$ cat src/rtl/mac_pkg.sv
package mac_pkg;
  localparam logic [5:0] MAJOR_SPECIAL = 6'b000000;
  localparam logic [5:0] FN_MUL_S      = 6'b011000;
  localparam logic [5:0] FN_MUL_U      = 6'b011001;

  typedef struct packed {
    logic legal;
    logic is_signed;
    logic use_acc;
    logic subtract;
    logic sel_hi;
  } mac_op_t;
endpackage

$ cat src/rtl/mac_decode.sv
module mac_decode
  import mac_pkg::*;
(
  input  logic [5:0] major_i,
  input  logic [4:0] mode_i,
  input  logic [5:0] func_i,
  output mac_op_t    op_o
);
  logic fn_ok, mode_ok;

  assign fn_ok   = (func_i == FN_MUL_S) || (func_i == FN_MUL_U);
  assign mode_ok = mode_i[0] && !mode_i[4];

  always_comb begin
    op_o.legal     = (major_i == MAJOR_SPECIAL) && fn_ok && mode_ok;
    op_o.is_signed = (func_i == FN_MUL_S);
    op_o.sel_hi    = mode_i[3];
    op_o.use_acc   = mode_i[2];
    op_o.subtract  = mode_i[1];
  end
endmodule

$ cat src/rtl/mac_mult.sv
module mac_mult #(
  parameter int OP_W = 32,
  localparam int PROD_W = 2 * OP_W
) (
  input  logic              is_signed_i,
  input  logic [OP_W-1:0]   a_i,
  input  logic [OP_W-1:0]   b_i,
  output logic [PROD_W-1:0] prod_o
);
  // One guard bit makes a single signed multiplier cover both signednesses
  logic signed [OP_W:0]     a_ext, b_ext;
  logic signed [PROD_W+1:0] full;

  assign a_ext  = {is_signed_i & a_i[OP_W-1], a_i};
  assign b_ext  = {is_signed_i & b_i[OP_W-1], b_i};
  assign full   = a_ext * b_ext;
  assign prod_o = full[PROD_W-1:0];

  logic unused_guard;
  assign unused_guard = ^full[PROD_W+1:PROD_W];
endmodule

$ cat src/rtl/mac_accum.sv
module mac_accum
  import mac_pkg::*;
#(
  parameter int ACC_W = 64
) (
  input  logic             clk_i,
  input  logic             rst_ni,
  input  logic             upd_i,
  input  logic             valid_i,
  input  mac_op_t          op_i,
  input  logic [ACC_W-1:0] prod_i,
  output logic [ACC_W-1:0] acc_o,
  output logic [ACC_W-1:0] acc_nxt_o
);
  logic [ACC_W-1:0] acc_q, base, addend;

  assign base      = op_i.use_acc ? acc_q : '0;
  assign addend    = op_i.subtract ? (~prod_i + 1'b1) : prod_i;
  assign acc_nxt_o = base + addend;

  always_ff @(posedge clk_i or negedge rst_ni) begin
    if (!rst_ni)    acc_q <= '0;
    else if (upd_i) acc_q <= acc_nxt_o;
  end

  assign acc_o = acc_q;


  idle_hold_chk: assert property (@(posedge clk_i) disable iff (!rst_ni)
    !valid_i |=> $stable(acc_q));

  illegal_hold_chk: assert property (@(posedge clk_i) disable iff (!rst_ni)
    (valid_i && !op_i.legal) |=> $stable(acc_q));
endmodule

$ cat src/rtl/mac_exec_unit.sv
module mac_exec_unit
  import mac_pkg::*;
#(
  parameter int OP_W = 32,
  parameter int XLEN = 64,
  localparam int ACC_W = 2 * OP_W
) (
  input  logic            clk_i,
  input  logic            rst_ni,
  input  logic            valid_i,
  input  logic [31:0]     instr_i,
  input  logic [OP_W-1:0] op_a_i,
  input  logic [OP_W-1:0] op_b_i,
  output logic            done_o,
  output logic            wr_en_o,
  output logic [4:0]      rd_addr_o,
  output logic [XLEN-1:0] rd_data_o,
  output logic            illegal_o,
  output logic [XLEN-1:0] hi_o,
  output logic [XLEN-1:0] lo_o
);
  localparam int EXT_W = XLEN - OP_W;

  mac_op_t          op;
  logic [ACC_W-1:0] prod, acc, acc_nxt;
  logic [OP_W-1:0]  half_nxt;
  logic             upd;

  mac_decode u_decode (
    .major_i (instr_i[31:26]),
    .mode_i  (instr_i[10:6]),
    .func_i  (instr_i[5:0]),
    .op_o    (op)
  );

  mac_mult #(.OP_W(OP_W)) u_mult (
    .is_signed_i (op.is_signed),
    .a_i         (op_a_i),
    .b_i         (op_b_i),
    .prod_o      (prod)
  );

  assign upd = valid_i && op.legal;

  mac_accum #(.ACC_W(ACC_W)) u_accum (
    .clk_i     (clk_i),
    .rst_ni    (rst_ni),
    .upd_i     (upd),
    .valid_i   (valid_i),
    .op_i      (op),
    .prod_i    (prod),
    .acc_o     (acc),
    .acc_nxt_o (acc_nxt)
  );

  assign half_nxt = op.sel_hi ? acc_nxt[ACC_W-1:OP_W] : acc_nxt[OP_W-1:0];

  always_ff @(posedge clk_i or negedge rst_ni) begin
    if (!rst_ni) begin
      done_o    <= 1'b0;
      wr_en_o   <= 1'b0;
      illegal_o <= 1'b0;
      rd_addr_o <= '0;
      rd_data_o <= '0;
    end else begin
      done_o    <= valid_i;
      wr_en_o   <= upd;
      illegal_o <= valid_i && !op.legal;
      if (upd) begin
        rd_addr_o <= instr_i[15:11];
        rd_data_o <= {{EXT_W{half_nxt[OP_W-1]}}, half_nxt};
      end
    end
  end

  assign hi_o = {{EXT_W{acc[ACC_W-1]}}, acc[ACC_W-1:OP_W]};
  assign lo_o = {{EXT_W{acc[OP_W-1]}}, acc[OP_W-1:0]};

  logic unused_fields;
  assign unused_fields = ^instr_i[25:16];


  done_follows_valid_chk: assert property (@(posedge clk_i) disable iff (!rst_ni)
    valid_i |=> done_o);

  no_spurious_done_chk: assert property (@(posedge clk_i) disable iff (!rst_ni)
    !valid_i |=> !done_o);

  resp_excl_chk: assert property (@(posedge clk_i) disable iff (!rst_ni)
    done_o |-> (wr_en_o ^ illegal_o));

  rd_half_chk: assert property (@(posedge clk_i) disable iff (!rst_ni)
    wr_en_o |-> (rd_data_o == hi_o || rd_data_o == lo_o));

  view_canon_chk: assert property (@(posedge clk_i) disable iff (!rst_ni)
    (hi_o[XLEN-1:OP_W] == {EXT_W{hi_o[OP_W-1]}}) &&
    (lo_o[XLEN-1:OP_W] == {EXT_W{lo_o[OP_W-1]}}));

  reset_quiet_chk: assert property (@(posedge clk_i)
    !rst_ni |-> (!done_o && !wr_en_o && !illegal_o && acc == '0));
endmodule

$ cat config.mk
export PLATFORM = sky130hd
export DESIGN_NAME = mac_exec_unit
export DESIGN_NICKNAME = d
export VERILOG_FILES = /design/src/rtl/mac_pkg.sv /design/src/rtl/mac_decode.sv /design/src/rtl/mac_mult.sv /design/src/rtl/mac_accum.sv /design/src/rtl/mac_exec_unit.sv
export SDC_FILE = /design/constraint.sdc
export NUM_CORES = 2
export LEC_CHECK = 0
export BUFFER_PORTS_ARGS = -buffer_cell sky130_fd_sc_hd__buf_4
export CELL_PAD_IN_SITES_DETAIL_PLACEMENT = 0
export CELL_PAD_IN_SITES_GLOBAL_PLACEMENT = 2
export CORE_MARGIN = 1.5
export CORE_UTILIZATION = 35
export CTS_CLUSTER_DIAMETER = 200
export DETAILED_ROUTE_END_ITERATION = 10
export GPL_TIMING_DRIVEN = 0
export MAX_ROUTING_LAYER = met4
export PLACE_DENSITY_LB_ADDON = 0.1
export REMOVE_ABC_BUFFERS = 1
export SLEW_MARGIN = 15
export SYNTH_ARGS = -nofsm -noshare
export SYNTH_HDL_FRONTEND = slang
export SYNTH_SLANG_ARGS = --single-unit
$ cat constraint.sdc
create_clock -name clk_i -period 5.87 [get_ports clk_i]
set_input_delay 0.2935 -clock clk_i [delete_from_list [all_inputs] [get_ports clk_i]]
set_output_delay 0.2935 -clock clk_i [all_outputs]
set_load 0.03 [all_outputs]
==> results.toml <==
[worst_setup_path]
reg2reg_slack_ns = 1.59
cp_data_required_time_ns = 6.18
crit_top_cell = "fa_1"
r2r_end = "rd_data_o[28]"
cp.arrival_ns = 10.93
path_max_fanout = 6
start_kind = "input pin"
rr_startpoint = "u_accum.acc_o[0]"
criticalPathCategory = "input pin to flip-flop"
slowest_stage = "fa_1"
critical_path.endpoint_type = "flip-flop"
cpPeakStageDelay_ns = 0.63
r2r_cells = 19

[clock_network]
cts_root_buffer = "clkbuf_16"
clock_sinks = 104
cts_made_buffers = 9
worstSkewPairLatency_ns = 0.38
htreeDepth = 3
cts_tree = "yes"
cts_buffer_depth = 2
cts.clk_slew.worst_paths_ns = 0.08

[timing]
fin_crit_sh_pct = 180.9
post-route-min-period_ns = 10.62
rsz0062_at_grt = "true"
fin_ws_ns = -4.746
skew_ns = 0.009945
setup_tns_ns = -301.75
hold_viol = 0
worst_pin_slew_ns = 1.033
slew_headroom_pct = 31.13
max_freq_ghz = 0.09419
setup_viol = 86
slew_violations = 0

[finish]
fin_nets = 7173
syn_to_final_growth_pct = 16.80
drive_above_1_share_pct = 17.21
num_antenna_cells = 0
final_cells = 7471
fin_area_um2 = 56530

[route]
drc = 0
routed-via-count = 36990
viasPerCell = 4.951
ant_nets = 0
first_pass_iters = 5
drt_wl_total_mm = 152.0
post_drt_wl_per_cell_um = 20.34
drt_iter0_drc = 1561

[worst_hold_path]
holdPathStages = 1
hold_class = "input pin to flip-flop"
hold_end = "done_o"
min_from = "valid_i"

[grt]
antenna_found_initial = 1
grt_remaining_overflow = 0
grtUsageTotal_pct = 22.64
grt_pass1_wl_mm = 241.1
grt_max_degree = 73
grt_pass1_vias = 40380

[floorplan]
core_um2 = 137300
die_y_um = 374.9
initial_core_util_pct = 35.24
fp.dieW_um = 374.9
num_rows = 136
die-area_um2 = 140500
num_io_pins = 299

[placement]
gp_congestion = 0.8451
pre_cts_ws_ns = -8.294
placed_cell_area_um2 = 51080
post-place-cells = 7269
dpl.hpwl_mm = 121.5
io_buffers = 288

[synth]
synth_commonest_cells = "1126 x fa_1, 1088 x inv_1, 1064 x nand2_1"
synth_area_um2 = 48400
synthCells = 5571
yosysMostFrequentCell = "fa_1"
synthDistinctLibCells = 83
synth.top_cell.area_share_pct = 46.58
synth_seq_cells = 104
async_flop_share_pct = 100.0
synth.largest_area_cell = "fa_1"
synth_area_leaders = "fa_1 47%, inv_1 8.4%, nand2_1 8.3%, ha_1 7.1%, dfrtp_1 5.4%"
yosysWarnings = 0
avgSynthCellArea_um2 = 8.687
synth-edff-count = 0
yosysSeqAreaShare_pct = 5.378
synthFlopType = "dfrtp_1"

[status]
outcome = "complete, but fails checks"
failed_checks = "setup timing"

[job]
cap_violations = 0
## per-layer routing
metal | share of wire [%] | track usage [%] | vias up
li1 | - | - | 16830
met1 | 45 | 30.05 | 19620
met2 | 52 | 39.68 | 455
met3 | 1.9 | 0.7108 | 95
met4 | 1.3 | 2.761 | 0
met5 | 0 | - | -
## worst max-delay path: cells and delay by family
kind	cells	cell delay [ns]
fa+ha+maj	10	4.75
compound gates	10	1.61
xor+xnor	3	0.47
buf+inv	8	1.03
simple gates	10	2.61
mux	1	0.10
## cells by family after synthesis
family	Yosys count	share of synthesized area, %
and+or+nand+nor	1816	17.25
buffers and inverters	1477	12.27
adders and majority gates	1402	53.71
AOI/OAI and AO/OA	556	7.418
xor gates and xnor gates	194	3.511
DFF	104	5.378
muxes	22	0.4602
## stage by stage
stage	hold WS [ns]	util [%]
after floorplan	-0.002091	-
after global placement	0.4173	37.10
after detailed placement	0.2984	37.20
after CTS	0.02518	39.78
after global routing	0.02904	41.16
final	0.04317	41.16
## state kept, by name, indices dropped and copies added, names as in the netlist
register	flops
u_accum.acc_o	64
rd_data_o	32
rd_addr_o	5
done_o	1
illegal_o	1
wr_en_o	1
## final cells by class
class / instances / area (µm²)
clock inverters: 7 / 106.4
multi-input cells: 3991 / 43070
flip-flops and latches: 104 / 2603
fillers: 13920 / 80800
inverters: 1089 / 4101
well taps: 1794 / 2245
clock buffers: 9 / 225.2
repair buffers: 477 / 4180
## worst max-delay path by stage
stage / start / to / slack (ns) / cells past startpoint
finish: instr_i[2] / rd_data_o[29] / -4.75 / 42
global placement: instr_i[1] / rd_data_o[29] / -10.29 / 43
detailed placement: instr_i[1] / rd_data_o[29] / -8.29 / 41
global route: instr_i[2] / rd_data_o[29] / -5.12 / 47
floorplan: instr_i[1] / rd_data_o[28] / -5.49 / 40
CTS: instr_i[2] / rd_data_o[28] / -4.91 / 44
## cells in the final DEF (no fill, tap or decap), drive strengths merged, types with 66 or more instances in the layout
master / count
xor2: 66
fa: 1126
and2: 347
nand2: 1064
inv: 1090
xnor2: 128
a21oi: 141
a21o: 71
buf: 473
dfrtp: 104
ha: 276
o21ai: 152
nor2: 139
## what timing repair did
| item | 4_1_cts | 5_1_grt |
|---|---|---|
| hold buffers | 1 | 0 |
| setup endpoints to repair | 86 | 87 |
| endpoints found under the hold margin | 49 | 0 |
| gates cloned | 2 | 0 |
| buffers inserted | 122 | 64 |
| resized for setup | 491 | 299 |
| pin swaps | 145 | 151 |
Power is left out: the tool's default activity adds up to more than one toggle a clock period on the data nets, which glitch-free logic cannot reach.
